--- src/rtl/grp_irq_pkg.sv ---
package grp_irq_pkg;

    localparam int PRIO_W     = 4;
    localparam int MAX_GROUP  = 4;
    localparam int GROUP_LSB  = 8;
    localparam int PER_WORD   = 8;

    localparam int A_CTRL     = 0;
    localparam int A_ENABLE   = 1;
    localparam int A_PSET     = 2;
    localparam int A_PCLR     = 3;
    localparam int A_ACTIVE   = 4;
    localparam int A_PRIO     = 8;

    typedef logic [PRIO_W-1:0] prio_t;

    // Preemption field: upper g bits of the priority, right aligned.
    function automatic prio_t preempt_field(input prio_t p, input logic [2:0] g);
        return p >> (3'd4 - g);
    endfunction

endpackage

--- src/rtl/grp_irq_winner.sv ---
module grp_irq_winner
    import grp_irq_pkg::*;
#(
    parameter int NUM_LINES = 32,
    parameter int ID_W      = $clog2(NUM_LINES)
) (
    input  prio_t [NUM_LINES-1:0] prio,
    input  logic  [NUM_LINES-1:0] cand,
    output logic                  valid,
    output logic  [ID_W-1:0]      id,
    output prio_t                 best
);

    // Ascending scan with strict compare keeps the lower index on ties;
    // the full 4-bit compare orders by preemption then subpriority.
    always_comb begin
        valid = 1'b0;
        id    = '0;
        best  = '1;
        for (int k = 0; k < NUM_LINES; k++) begin
            if (cand[k] && (!valid || prio[k] < best)) begin
                valid = 1'b1;
                id    = ID_W'(k);
                best  = prio[k];
            end
        end
    end

endmodule

--- src/rtl/grp_irq_level.sv ---
module grp_irq_level
    import grp_irq_pkg::*;
#(
    parameter int NUM_LINES = 32
) (
    input  prio_t [NUM_LINES-1:0] prio,
    input  logic  [NUM_LINES-1:0] active,
    input  logic  [2:0]           group,
    output logic                  any_active,
    output prio_t                 level
);

    always_comb begin
        any_active = 1'b0;
        level      = '1;
        for (int k = 0; k < NUM_LINES; k++) begin
            if (active[k]) begin
                any_active = 1'b1;
                if (preempt_field(prio[k], group) < level)
                    level = preempt_field(prio[k], group);
            end
        end
    end

endmodule

--- src/rtl/grp_irq_arbiter.sv ---
module grp_irq_arbiter
    import grp_irq_pkg::*;
#(
    parameter int NUM_LINES = 32,
    parameter int ADDR_W    = 5,
    parameter int ID_W      = $clog2(NUM_LINES)
) (
    input  logic                 clk,
    input  logic                 rst_n,
    input  logic [NUM_LINES-1:0] irq_in,
    input  logic                 reg_wr,
    input  logic [ADDR_W-1:0]    reg_addr,
    input  logic [31:0]          reg_wdata,
    output logic [31:0]          reg_rdata,
    input  logic                 ack,
    input  logic                 done,
    input  logic [ID_W-1:0]      done_id,
    output logic                 irq_req,
    output logic [ID_W-1:0]      irq_id
);

    localparam int PRIO_WORDS = (NUM_LINES + PER_WORD - 1) / PER_WORD;

    typedef struct packed {
        logic [2:0]                 group;
        logic [NUM_LINES-1:0]       en;
        logic [NUM_LINES-1:0]       pend;
        logic [NUM_LINES-1:0]       act;
        logic [NUM_LINES-1:0]       in_prev;
        prio_t [NUM_LINES-1:0]      prio;
    } state_t;

    state_t st_d, st_q;

    logic                 win_valid;
    logic [ID_W-1:0]      win_id;
    prio_t                win_prio;
    logic                 act_any;
    prio_t                act_level;
    prio_t                win_pre;
    logic [NUM_LINES-1:0] set_m, clr_m, ack_m, done_m, rise_m;

    grp_irq_winner #(.NUM_LINES(NUM_LINES), .ID_W(ID_W)) u_winner (
        .prio  (st_q.prio),
        .cand  (st_q.pend & st_q.en),
        .valid (win_valid),
        .id    (win_id),
        .best  (win_prio)
    );

    grp_irq_level #(.NUM_LINES(NUM_LINES)) u_level (
        .prio       (st_q.prio),
        .active     (st_q.act),
        .group      (st_q.group),
        .any_active (act_any),
        .level      (act_level)
    );

    assign win_pre = preempt_field(win_prio, st_q.group);
    assign irq_req = win_valid && (!act_any || win_pre < act_level);
    assign irq_id  = win_id;

    always_comb begin
        st_d    = st_q;
        set_m   = '0;
        clr_m   = '0;
        rise_m  = irq_in & ~st_q.in_prev;
        st_d.in_prev = irq_in;

        if (reg_wr) begin
            case (int'(reg_addr))
                A_CTRL:   st_d.group = (reg_wdata[GROUP_LSB+:3] > 3'(MAX_GROUP))
                                       ? 3'(MAX_GROUP) : reg_wdata[GROUP_LSB+:3];
                A_ENABLE: st_d.en = reg_wdata[NUM_LINES-1:0];
                A_PSET:   set_m   = reg_wdata[NUM_LINES-1:0];
                A_PCLR:   clr_m   = reg_wdata[NUM_LINES-1:0];
                default: begin
                    for (int k = 0; k < NUM_LINES; k++) begin
                        if (int'(reg_addr) == A_PRIO + k / PER_WORD)
                            st_d.prio[k] = reg_wdata[(k % PER_WORD)*PRIO_W +: PRIO_W];
                    end
                end
            endcase
        end

        for (int k = 0; k < NUM_LINES; k++) begin
            ack_m[k]  = ack && irq_req && (win_id == ID_W'(k));
            done_m[k] = done && (done_id == ID_W'(k));
        end

        // Clears first, then sets: an edge or set write in the same cycle wins.
        st_d.pend = (st_q.pend & ~clr_m & ~ack_m) | set_m | rise_m;
        st_d.act  = (st_q.act & ~done_m) | ack_m;
    end

    always_ff @(posedge clk or negedge rst_n) begin
        if (!rst_n) st_q <= '0;
        else        st_q <= st_d;
    end

    always_comb begin
        reg_rdata = '0;
        case (int'(reg_addr))
            A_CTRL:          reg_rdata[GROUP_LSB+:3]  = st_q.group;
            A_ENABLE:        reg_rdata[NUM_LINES-1:0] = st_q.en;
            A_PSET, A_PCLR:  reg_rdata[NUM_LINES-1:0] = st_q.pend;
            A_ACTIVE:        reg_rdata[NUM_LINES-1:0] = st_q.act;
            default: begin
                for (int k = 0; k < NUM_LINES; k++) begin
                    if (int'(reg_addr) == A_PRIO + k / PER_WORD)
                        reg_rdata[(k % PER_WORD)*PRIO_W +: PRIO_W] = st_q.prio[k];
                end
            end
        endcase
    end

    // Assertions
    a_r2_group_range: assert property (@(posedge clk) disable iff (!rst_n)
        st_q.group <= 3'(MAX_GROUP));

    a_r5_no_preempt_group0: assert property (@(posedge clk) disable iff (!rst_n)
        (st_q.group == 3'd0 && |st_q.act) |-> !irq_req);

    a_r6_winner_enabled_pending: assert property (@(posedge clk) disable iff (!rst_n)
        irq_req |-> (st_q.en[irq_id] && st_q.pend[irq_id]));

    a_r8_ack_activates: assert property (@(posedge clk) disable iff (!rst_n)
        (ack && irq_req) |=> st_q.act[$past(irq_id)]);

    a_r9_done_clears: assert property (@(posedge clk) disable iff (!rst_n)
        (done && !(ack && irq_req && irq_id == done_id)) |=> !st_q.act[$past(done_id)]);

    a_r1_idle_no_req: assert property (@(posedge clk) disable iff (!rst_n)
        !(|(st_q.pend & st_q.en)) |-> !irq_req);

endmodule

--- config.mk ---
export PLATFORM = sky130hd
export DESIGN_NAME = grp_irq_arbiter
export DESIGN_NICKNAME = d
export VERILOG_FILES = /design/src/rtl/grp_irq_pkg.sv /design/src/rtl/grp_irq_winner.sv /design/src/rtl/grp_irq_level.sv /design/src/rtl/grp_irq_arbiter.sv
export SDC_FILE = /design/constraint.sdc
export NUM_CORES = 1
export LEC_CHECK = 0
export ABC_AREA = 1
export CORE_MARGIN = 2
export CORE_UTILIZATION = 23
export DETAILED_ROUTE_END_ITERATION = 10
export GPL_TIMING_DRIVEN = 0
export PLACE_DENSITY = 0.33
export SLEW_MARGIN = 20
export SYNTH_ARGS = -nofsm -noshare
export SYNTH_HDL_FRONTEND = slang
export SYNTH_SLANG_ARGS = --single-unit
--- constraint.sdc ---
create_clock -name clk -period 64.7 [get_ports clk]
set_input_delay 6.47 -clock clk [delete_from_list [all_inputs] [get_ports clk]]
set_output_delay 6.47 -clock clk [all_outputs]
set_load 0.01 [all_outputs]
==> impl_metrics.yaml, run 1 <==
outcome:
  status: "complete, no violations"
placement:
  place_congestion: 0.9703
  dpl.hpwl_um: 114100
  place_area_um2: 27860
  portBuffers: 115
  dp_cells: 5355
layout:
  multi_input_area_um2: 15540
  top_register: "st_q"
  layout.cells.non_filler: 5424
  reg.largest.list: "st_q (259)"
  final-seq-area_um2: 6481
  nets: 4234
  stdcell_area_um2: 28980
  fillCellCount: 12260
  drive_gt1_share_pct: 8.281
  area_delta_synth_final_pct: 16.58
  largest_reg_flops: 259
grt:
  antenna_found_initial: 15
  grt_pass1_vias: 25570
  grt_pass1_wl_um: 194800
  grt.overflow.total: 0
  track_usage_pct: 24.53
  grt_max_degree: 83
synth:
  synth_warnings: 0
  synth_top_area_share_pct: 26.07
  netlist_area_um2: 24860
  ys_async_sr_fraction_pct: 100.0
  ys_seq_elements: 259
  synth_area_leaders: "dfrtp_1 26%, nand2_1 17%, o21ai_0 10%"
  synth_edf_count: 0
  syn_inst: 3834
  synth_fp_nets: 4078
  synthDistinctLibCells: 50
  yosys.area.top_type: "dfrtp_1"
  ys_top_cells_by_count: "1,153 x nand2_1, 514 x inv_1, 499 x o21ai_0"
  synth_most_common_cell: "nand2_1"
  ys.flop_type: "dfrtp_1"
  syn_area_per_cell_um2: 6.484
  synth-seq-area-share_pct: 26.07
floorplanning:
  dieArea_um2: 110700
  coreArea_um2: 107200
  dieHeight_um: 332.8
  die_x_um: 332.8
  start_util_pct: 23.19
  num_io_pins: 117
  core.rowCount: 120
power_and_ir_drop:
  worst_ir_drop_vdd_mv: 0.05023
  leakagePower_nw: 14.30
  power-per-cell-area_nw_per_um2: 61.56
sta:
  final-setup-viol-count: 0
  grt_setup_unrepaired: "false"
  worst_pin_slew_ps: 1166
  fin_crit_sh_pct: 70.63
  fin_setup_tns_ps: 0
  min_period_ps: 45700
  finalClockSkew_ps: 25.03
  hold_viol_final: 0
  slew_violations: 0
  fmax_mhz: 21.88
  slew_headroom_pct: 22.30
clock_tree:
  cts_root_buf: "clkbuf_16"
  worstSkewPairLatency_ps: 580
  cts_resized: 0
  post_cts_buffers: 0
  cts_buffers: 36
  cts_max_level: 2
  clock-sinks: 259
  cts_tree: "yes"
  clockBufferDepth: 3
  holdBufCountCts: 0
  clk_pin_slew_ps: 60
worst_setup_path:
  arrival_ps: 39230
  startpoint_type: "flop"
  worstPathRequired_ps: 58230
  path_max_fanout: 10
  crit_type: "flop to output port"
  worst-r2r-setup-slack_ps: 26010
  cp_slowest_cell: "nor2_1"
  critPathMaxStageDelay_ps: 950
  crit_top_cell: "nand2_1"
  worstSetupEndpointType: "output port"
job:
  drv_cap: 0
routing:
  wl_per_cell_um: 25.53
  drt.antenna.violating_nets: 0
  routed_wl_um: 138500
  drtPass1Iterations: 5
  vias: 26600
  drc: 0
  drtIter0Drc: 2348
  vias_per_cell: 4.903
worst_hold_path:
  hold_class: "flop to flop"
[final cells by class]
| cell class | instances | share of cell area [%] |
|---|---|---|
| multi-input cells | 2879 | 53.61 |
| flip-flops and latches | 259 | 22.36 |
| inverters | 563 | 7.356 |
| clock inverters | 7 | 0.1684 |
| plain buffers | 133 | 2.456 |
| diodes | 12 | 0.1036 |
| well taps | 1403 | 6.057 |
| clock buffers | 50 | 3.609 |
| repair buffers | 118 | 4.274 |
[through the flow]
step | total power [mW] | util (%) | hold WS (ps) | worst slack, ps
detailed placement | 1.583 | 25.99 | 488.8 | 19650
global placement | 1.586 | 25.90 | 478.0 | 19420
finish | 1.784 | 27.04 | 496.4 | 19000
floorplan | 1.189 | - | 453.0 | 29310
CTS | 1.788 | 27.01 | 502.9 | 18900
global route | 1.981 | 27.01 | 536.0 | 15220
[kinds of logic (layout without fill, tap and decap cells)]
logic type	count (synthesis)	count (layout)	synth area share, %
AO/OA/AOI/OAI	832	832	18.98
flip-flops	259	259	26.07
other	0	12	0
buffers and inverters	696	871	11.43
adder cells (fa/ha/maj)	165	165	8.304
XOR/XNOR	1	1	0.03524
AND/OR/NAND/NOR	1881	1881	35.18
[critical path, delay by kind of cell (launching register included)]
kind	cells	cell delay [ps]
DFF	1	370
buffers and inverters	14	7770
and+or+nand+nor	94	9210
adders and majority gates	33	9340
AOI/OAI and AO/OA	64	11640
xor gates and xnor gates	1	200
[where the power goes]
| part | internal [mW] | switching, mW |
|---|---|---|
| combinational | 0.434 | 0.907 |
| clock | 0.112 | 0.0847 |
| sequential | 0.194 | 0.0524 |
| total | 0.740 | 1.04 |
[cells in the final DEF (no fill, tap or decap), types with 4 or more instances in the layout]
cell type,n
clkinv_1,8
a22oi_1,16
clkbuf_1,104
nor2_1,180
ha_1,165
a21oi_1,84
nand2_2,88
o21ai_1,6
nor3_1,41
clkdlybuf4s50_1,114
a32oi_1,33
nand2_4,59
clkbuf_8,14
inv_2,39
clkbuf_16,38
a211oi_1,31
diode_2,12
nand2_1,1153
nand4_1,14
o21bai_1,16
clkinv_2,5
buf_1,8
nand2_8,11
o211ai_1,9
o22ai_1,40
nand4_2,30
a31oi_1,66
a221oi_1,9
buf_2,4
nand3_1,279
o2111ai_1,20
o21ai_0,499
dfrtp_1,259
nand3_2,17
inv_1,514
[routing by layer]
metal | global-route usage (%) | vias to the layer above | wire length (um)
met5 | 0 | - | 34
met4 | 6.267 | 6 | 3875
met3 | 2.559 | 121 | 6788
met2 | 38.23 | 739 | 60220
met1 | 35.86 | 12750 | 67540
li1 | - | 12980 | -
[worst paths after layout]
path	from	to	cells after the start
setup / recovery	st_q[256]	irq_req	206
hold / removal	st_q[0]	st_q[0]	2
setup reg to reg	st_q[256]	st_q[197]	209
hold reg to reg	st_q[0]	st_q[0]	2
max in group asynchronous	rst_n	st_q[86]	2
min in group asynchronous	rst_n	st_q[154]	1
Note: power is estimated with default switching activity, not from simulation.
==> run 2, diff against run 1 <==
- PLACE_DENSITY: 0.33 -> 0.35
- clock period: 64.7 -> 36.6 ns (I/O delays scaled with it)
==> run 2 against run 1 <==
Combinational power rose by 99%; clock power rose by 73%; non-clock buffer count rose by 87; register-to-register slack got worse by 20000 ps; clock skew fell by 6.2 ps; highest routed layer unchanged.
==> impl_metrics.yaml, run 2 (synthesis results as in run 1) <==
worst_setup_path:
  crit_cells: 280
  cp_top_family: "simple AND/OR/NAND/NOR gates"
  path_max_fanout: 10
  arrival_ps: 30360
  critPathMaxStageDelay_ps: 640
  worstPathRequired_ps: 32940
  startpoint_type: "flop"
  cp_slowest_cell: "clkdlybuf4s50_1"
  worstSetupEndpointType: "output port"
  reg2reg_depth: 292
  timing.critical_path.buf_inv: 50
  crit_type: "flop to output port"
grt:
  grt_pass1_wl_um: 189900
  antenna_found_initial: 12
  track_usage_pct: 23.83
  grt.overflow.total: 0
  grt_max_degree: 83
  grt_pass1_vias: 25170
clock_tree:
  clockBufferDepth: 3
  clock-sinks: 259
  cts_tree: "yes"
  cts_root_buf: "clkbuf_16"
  cts_max_level: 2
  worstSkewPairLatency_ps: 570
  cts_buffers: 35
  clk_pin_slew_ps: 60
placement:
  dp_cells: 5356
  place_congestion: 0.9935
  dpl.hpwl_um: 110900
  place_area_um2: 27870
  portBuffers: 115
routing:
  drtIter0Drc: 2404
  vias: 26970
  vias_per_cell: 4.892
  wl_per_cell_um: 24.59
  drtPass1Iterations: 6
  drc: 0
  routed_wl_um: 135500
  drt.antenna.violating_nets: 0
power_and_ir_drop:
  leakagePower_nw: 14.87
  power_mw: 3.452
  worst_ir_drop_vdd_mv: 0.09694
  power-per-cell-area_nw_per_um2: 113.6
layout:
  final_util_pct: 28.35
  layout_common_cells: "1,126 x nand2_1, 511 x inv_1, 433 x o21ai_0, 278 x nand3_1, 255 x dfrtp_1"
  largest_reg_flops: 259
  layout.cells.non_filler: 5512
  area_delta_synth_final_pct: 22.23
  final_common_cell: "nand2_1"
  stdcell_area_um2: 30390
  drive_gt1_share_pct: 13.73
  top_register: "st_q"
  nets: 4324
  reg.largest.list: "st_q (259)"
floorplanning:
  core.rowCount: 120
  die_x_um: 332.8
  coreArea_um2: 107200
  dieArea_um2: 110700
  num_io_pins: 117
  dieHeight_um: 332.8
  start_util_pct: 23.19
sta:
  hold_viol_final: 0
  fmax_mhz: 29.39
  slew_violations: 0
  min_period_ps: 34020
  worst_pin_slew_ps: 1197
  finalClockSkew_ps: 18.81
  fin_crit_sh_pct: 92.96
  final-setup-viol-count: 0
  fin_setup_tns_ps: 0
  slew_headroom_pct: 20.22
worst_hold_path:
  hold-path-cell-count: 2
  hold_class: "flop to flop"
job:
  drv_cap: 0
outcome:
  status: "complete, no violations"
-- run 2: cell count changes in the layout (fill, tap and decap cells not counted), moves of 12 or more --
| cell | change |
|---|---|
| o21ai_2 | +47 |
| o21ai_1 | +17 |
| buf_4 | +102 |
| nand2_1 | -27 |
| nand2_4 | -12 |
| nand2_2 | +27 |
| clkbuf_1 | -28 |
| o21ai_0 | -66 |
| nand2_8 | +14 |
-- run 2: area by class of cell --
type	instances	area [um^2]
diodes	9	22.52
plain buffers	116	765.7
clock buffers	51	1016
clock inverters	6	38.79
fillers	12210	76810
inverters	563	2173
multi-input cells	2881	16080
flip-flops and latches	259	6489
well taps	1403	1755
repair buffers	222	2031
repair inverters	2	16.27
-- run 2: report_power, final --
group | leakage [nW] | internal (mW) | switching, mW
Sequential | 3.19 | 0.343 | 0.0952
Clock | 0.515 | 0.191 | 0.149
Combinational | 11.2 | 0.968 | 1.71
-- run 2: path summary, 6_finish.rpt --
path                            slack (ps)       from   endpoint
worst min register to register         490    st_q[0]    st_q[0]
worst max register to register        6160  st_q[224]  st_q[201]
worst max-delay path                  2580  st_q[224]  irq_id[4]
worst min-delay path                   490    st_q[0]    st_q[0]
min in group asynchronous             2970      rst_n  st_q[159]
max in group asynchronous            32850      rst_n   st_q[54]
-- run 2: routing by layer --
layer	wire length, um	vias up	GRT usage [%]	part of all wire [%]
li1	-	13140	-	-
met1	63450	12920	34.05	47
met2	59340	758	37.26	44
met3	8406	141	3.043	6.2
met4	4292	6	6.951	3.2
met5	34	-	0	0.025
-- run 2: worst reg2reg max path, delay by kind of cell, from the launching register on --
kind                       cells  cell delay (ps)
buffers and inverters         50             3010
and+or+nand+nor              161            12860
adders and majority gates     32             9410
AOI/OAI and AO/OA             49             4550
DFF                            1              520
-- run 2: timing repair --
| item | in CTS | in global routing |
|---|---|---|
| setup buffers | 4 | 100 |
| endpoints found under the hold margin | 0 | 0 |
| gates resized for setup | 86 | 183 |
| hold buffers | 0 | 0 |
| gates cloned | 0 | 4 |
| setup endpoints to repair | 70 | 46 |
| pin swaps | 1 | 94 |
-- run 2: stage by stage --
stage / setup WS, ps / hold slack, ps
floorplan: 4017 / 453.0
global placement: -6269 / 471.9
detailed placement: -5316 / 481.6
CTS: 43.79 / 493.4
global route: -125.2 / 520.3
finish: 2576 / 488.3
==> run 3, diff against run 2 <==
- SYNTH_HIERARCHICAL: unset -> 1
==> run 3 against run 2 <==
Total power fell by 2.1%; hold slack improved by 28 ps; synthesized cell count rose by 12%; sequential power rose by 8.7%; core utilization fell by 0.13 points; cell area rose by 4.2%; combinational power fell by 3%; critical path depth rose by 7; non-clock buffer count fell by 17; clock power fell by 10%; critical path type unchanged.
==> impl_metrics.yaml, run 3 <==
power_and_ir_drop:
  worst_ir_drop_vdd_mv: 0.05629
  leakagePower_nw: 17.22
  power-per-cell-area_nw_per_um2: 106.7
synth:
  synth_top_area_share_pct: 24.98
  syn_area_per_cell_um2: 6.060
  ys_top_cells_by_count: "1,503 x nand2_1, 643 x inv_1, 369 x nand3_1"
  synth_edf_count: 0
  ys_seq_elements: 259
  syn_inst: 4281
  ys_async_sr_fraction_pct: 100.0
  synth_warnings: 6
  synth-seq-area-share_pct: 24.98
  yosys.area.top_type: "dfrtp_1"
  ys.flop_type: "dfrtp_1"
  synth_fp_nets: 4495
  synthDistinctLibCells: 53
  synth_area_leaders: "dfrtp_1 25%, nand2_1 22%, inv_1 9.3%"
  synth_most_common_cell: "nand2_1"
  netlist_area_um2: 25940
floorplanning:
  die_x_um: 339.8
  dieArea_um2: 115500
  start_util_pct: 23.12
  coreArea_um2: 112200
  num_io_pins: 117
  dieHeight_um: 339.8
  core.rowCount: 123
grt:
  antenna_found_initial: 3
  grt_pass1_wl_um: 180000
  grt.overflow.total: 0
  track_usage_pct: 20.72
  grt_pass1_vias: 26390
  grt_max_degree: 80
routing:
  vias: 27870
  drtIter0Drc: 1768
  drtPass1Iterations: 5
  drc: 0
  vias_per_cell: 4.622
  wl_per_cell_um: 20.69
  routed_wl_um: 124800
  drt.antenna.violating_nets: 0
clock_tree:
  holdBufCountCts: 0
  worstSkewPairLatency_ps: 600
  cts_max_level: 1
  clockBufferDepth: 3
  cts_root_buf: "clkbuf_16"
  cts_buffers: 31
  clock-sinks: 259
  clk_pin_slew_ps: 60
  cts_tree: "yes"
placement:
  place_congestion: 0.8933
  portBuffers: 116
  dp_cells: 5900
  dpl.hpwl_um: 104600
sta:
  min_period_ps: 33860
  worst_pin_slew_ps: 1044
  slew_violations: 0
  finalClockSkew_ps: 35.40
  hold_viol_final: 0
  fin_setup_tns_ps: 0
  hold-worst-slack_ps: 516.6
  slew_headroom_pct: 29.76
  fin_crit_sh_pct: 92.52
  final-setup-viol-count: 0
  fmax_mhz: 29.53
layout:
  area_delta_synth_final_pct: 22.05
  top_register: "st_q"
  layout.cells.non_filler: 6030
  largest_reg_flops: 259
  reg.largest.list: "st_q (259)"
  nets: 4719
  drive_gt1_share_pct: 12.69
  final_common_cell: "nand2_1"
  layout_common_cells: "1,464 x nand2_1, 638 x inv_1, 368 x nand3_1, 350 x nor2_1, 258 x dfrtp_1"
worst_setup_path:
  reg2reg_to: "st_q[196]"
  cp_slowest_cell: "dfrtp_1"
  arrival_ps: 30200
  worstPathRequired_ps: 32940
  worstSetupEndpointType: "output port"
  startpoint_type: "flop"
  timing.rr.start: "st_q[192]"
  critPathMaxStageDelay_ps: 390
  crit_type: "flop to output port"
  worst-r2r-setup-slack_ps: 6390
  crit_top_cell: "nand2_1"
  reg2reg_depth: 291
  path_max_fanout: 10
outcome:
  status: "complete, no violations"
worst_hold_path:
  min_from: "st_q[233]"
  whs_endpoint: "st_q[233]"
  hold_class: "flop to flop"
  hold-path-cell-count: 2
job:
  drv_cap: 0
[run 3: cell count changes after synthesis, moves of 28 or more]
cell | before | now
a31oi_1 | 66 | 35
o21ai_0 | 499 | 253
nand3_1 | 279 | 369
nand2_1 | 1153 | 1503
a221oi_1 | 9 | 47
inv_1 | 514 | 643
nor2_1 | 180 | 354
ha_1 | 165 | 135
nand2_4 | 59 | 31
clkbuf_1 | 98 | 57
o22ai_1 | 40 | 2
a21oi_1 | 84 | 21
nand2_2 | 88 | 124
[run 3: how the worst max path moves through the flow]
stage          cells past startpoint      end      start  slack [ps]
2_1_floorplan                    205  irq_req  st_q[256]          50
3_3_place_gp                     239  irq_req  st_q[256]       -8720
3_5_place_dp                     231  irq_req  st_q[256]       -8900
4_1_cts                          284  irq_req  st_q[224]          30
5_1_grt                          291  irq_req  st_q[224]        -140
6_report                         287  irq_req  st_q[192]        2740
[run 3: stage by stage]
stage                     worst slack (ps)  utilization (%)  area (um^2)  total power, mW
final                                 2739            28.22        31660            3.378
after global routing                -135.3            28.21        31650            3.776
after CTS                            28.34            27.17        30480            3.182
after detailed placement             -8904            25.98        29140            2.812
after global placement               -8723            25.90        29060            2.804
after floorplan                      50.64                -        26020            2.176
[run 3: worst max-delay path: cells and delay by family, from the launching register on]
kind                       cells  cell delay [ps]
AOI/OAI and AO/OA             60             5530
adders and majority gates     32             9500
buffers and inverters         63             3620
DFF                            1              390
and+or+nand+nor              132            10530
[run 3: kinds of logic after synthesis]
kind of cell	count (synthesis)	share of synthesized area, %
adder cells (fa/ha/maj)	135	6.511
flip-flops	259	24.98
buffers and inverters	833	13.13
AO/OA/AOI/OAI	547	13.28
AND/OR/NAND/NOR	2507	42.09
[run 3: power by group]
group          leakage, nW  internal [mW]  switching, mW  total (mW)
clock network        0.480          0.171          0.134       0.305
registers             3.19          0.343          0.134       0.477
logic                 13.6          0.956           1.64        2.60
[run 3: layer usage]
layer	track usage, %	vias up	wire (um)
li1	-	14040	-
met1	29.62	13250	60490
met2	34.70	486	57770
met3	1.408	98	4141
met4	3.107	2	2344
met5	0	-	13
[run 3: final cells by class]
class / count / area, um^2
repair buffers: 206 / 1979
plain buffers: 115 / 847.1
inverters: 703 / 2678
well taps: 1500 / 1877
clock buffers: 42 / 867.1
diodes: 5 / 12.51
clock inverters: 11 / 87.58
flip-flops and latches: 259 / 6482
fillers: 12870 / 80530
multi-input cells: 3189 / 16830
[run 3: timing repair]
action                     CTS  global route
cloned                       0             4
setup endpoints to repair   70             6
buffers inserted            11            72
pin swaps                   18           100
resized for setup          114           165
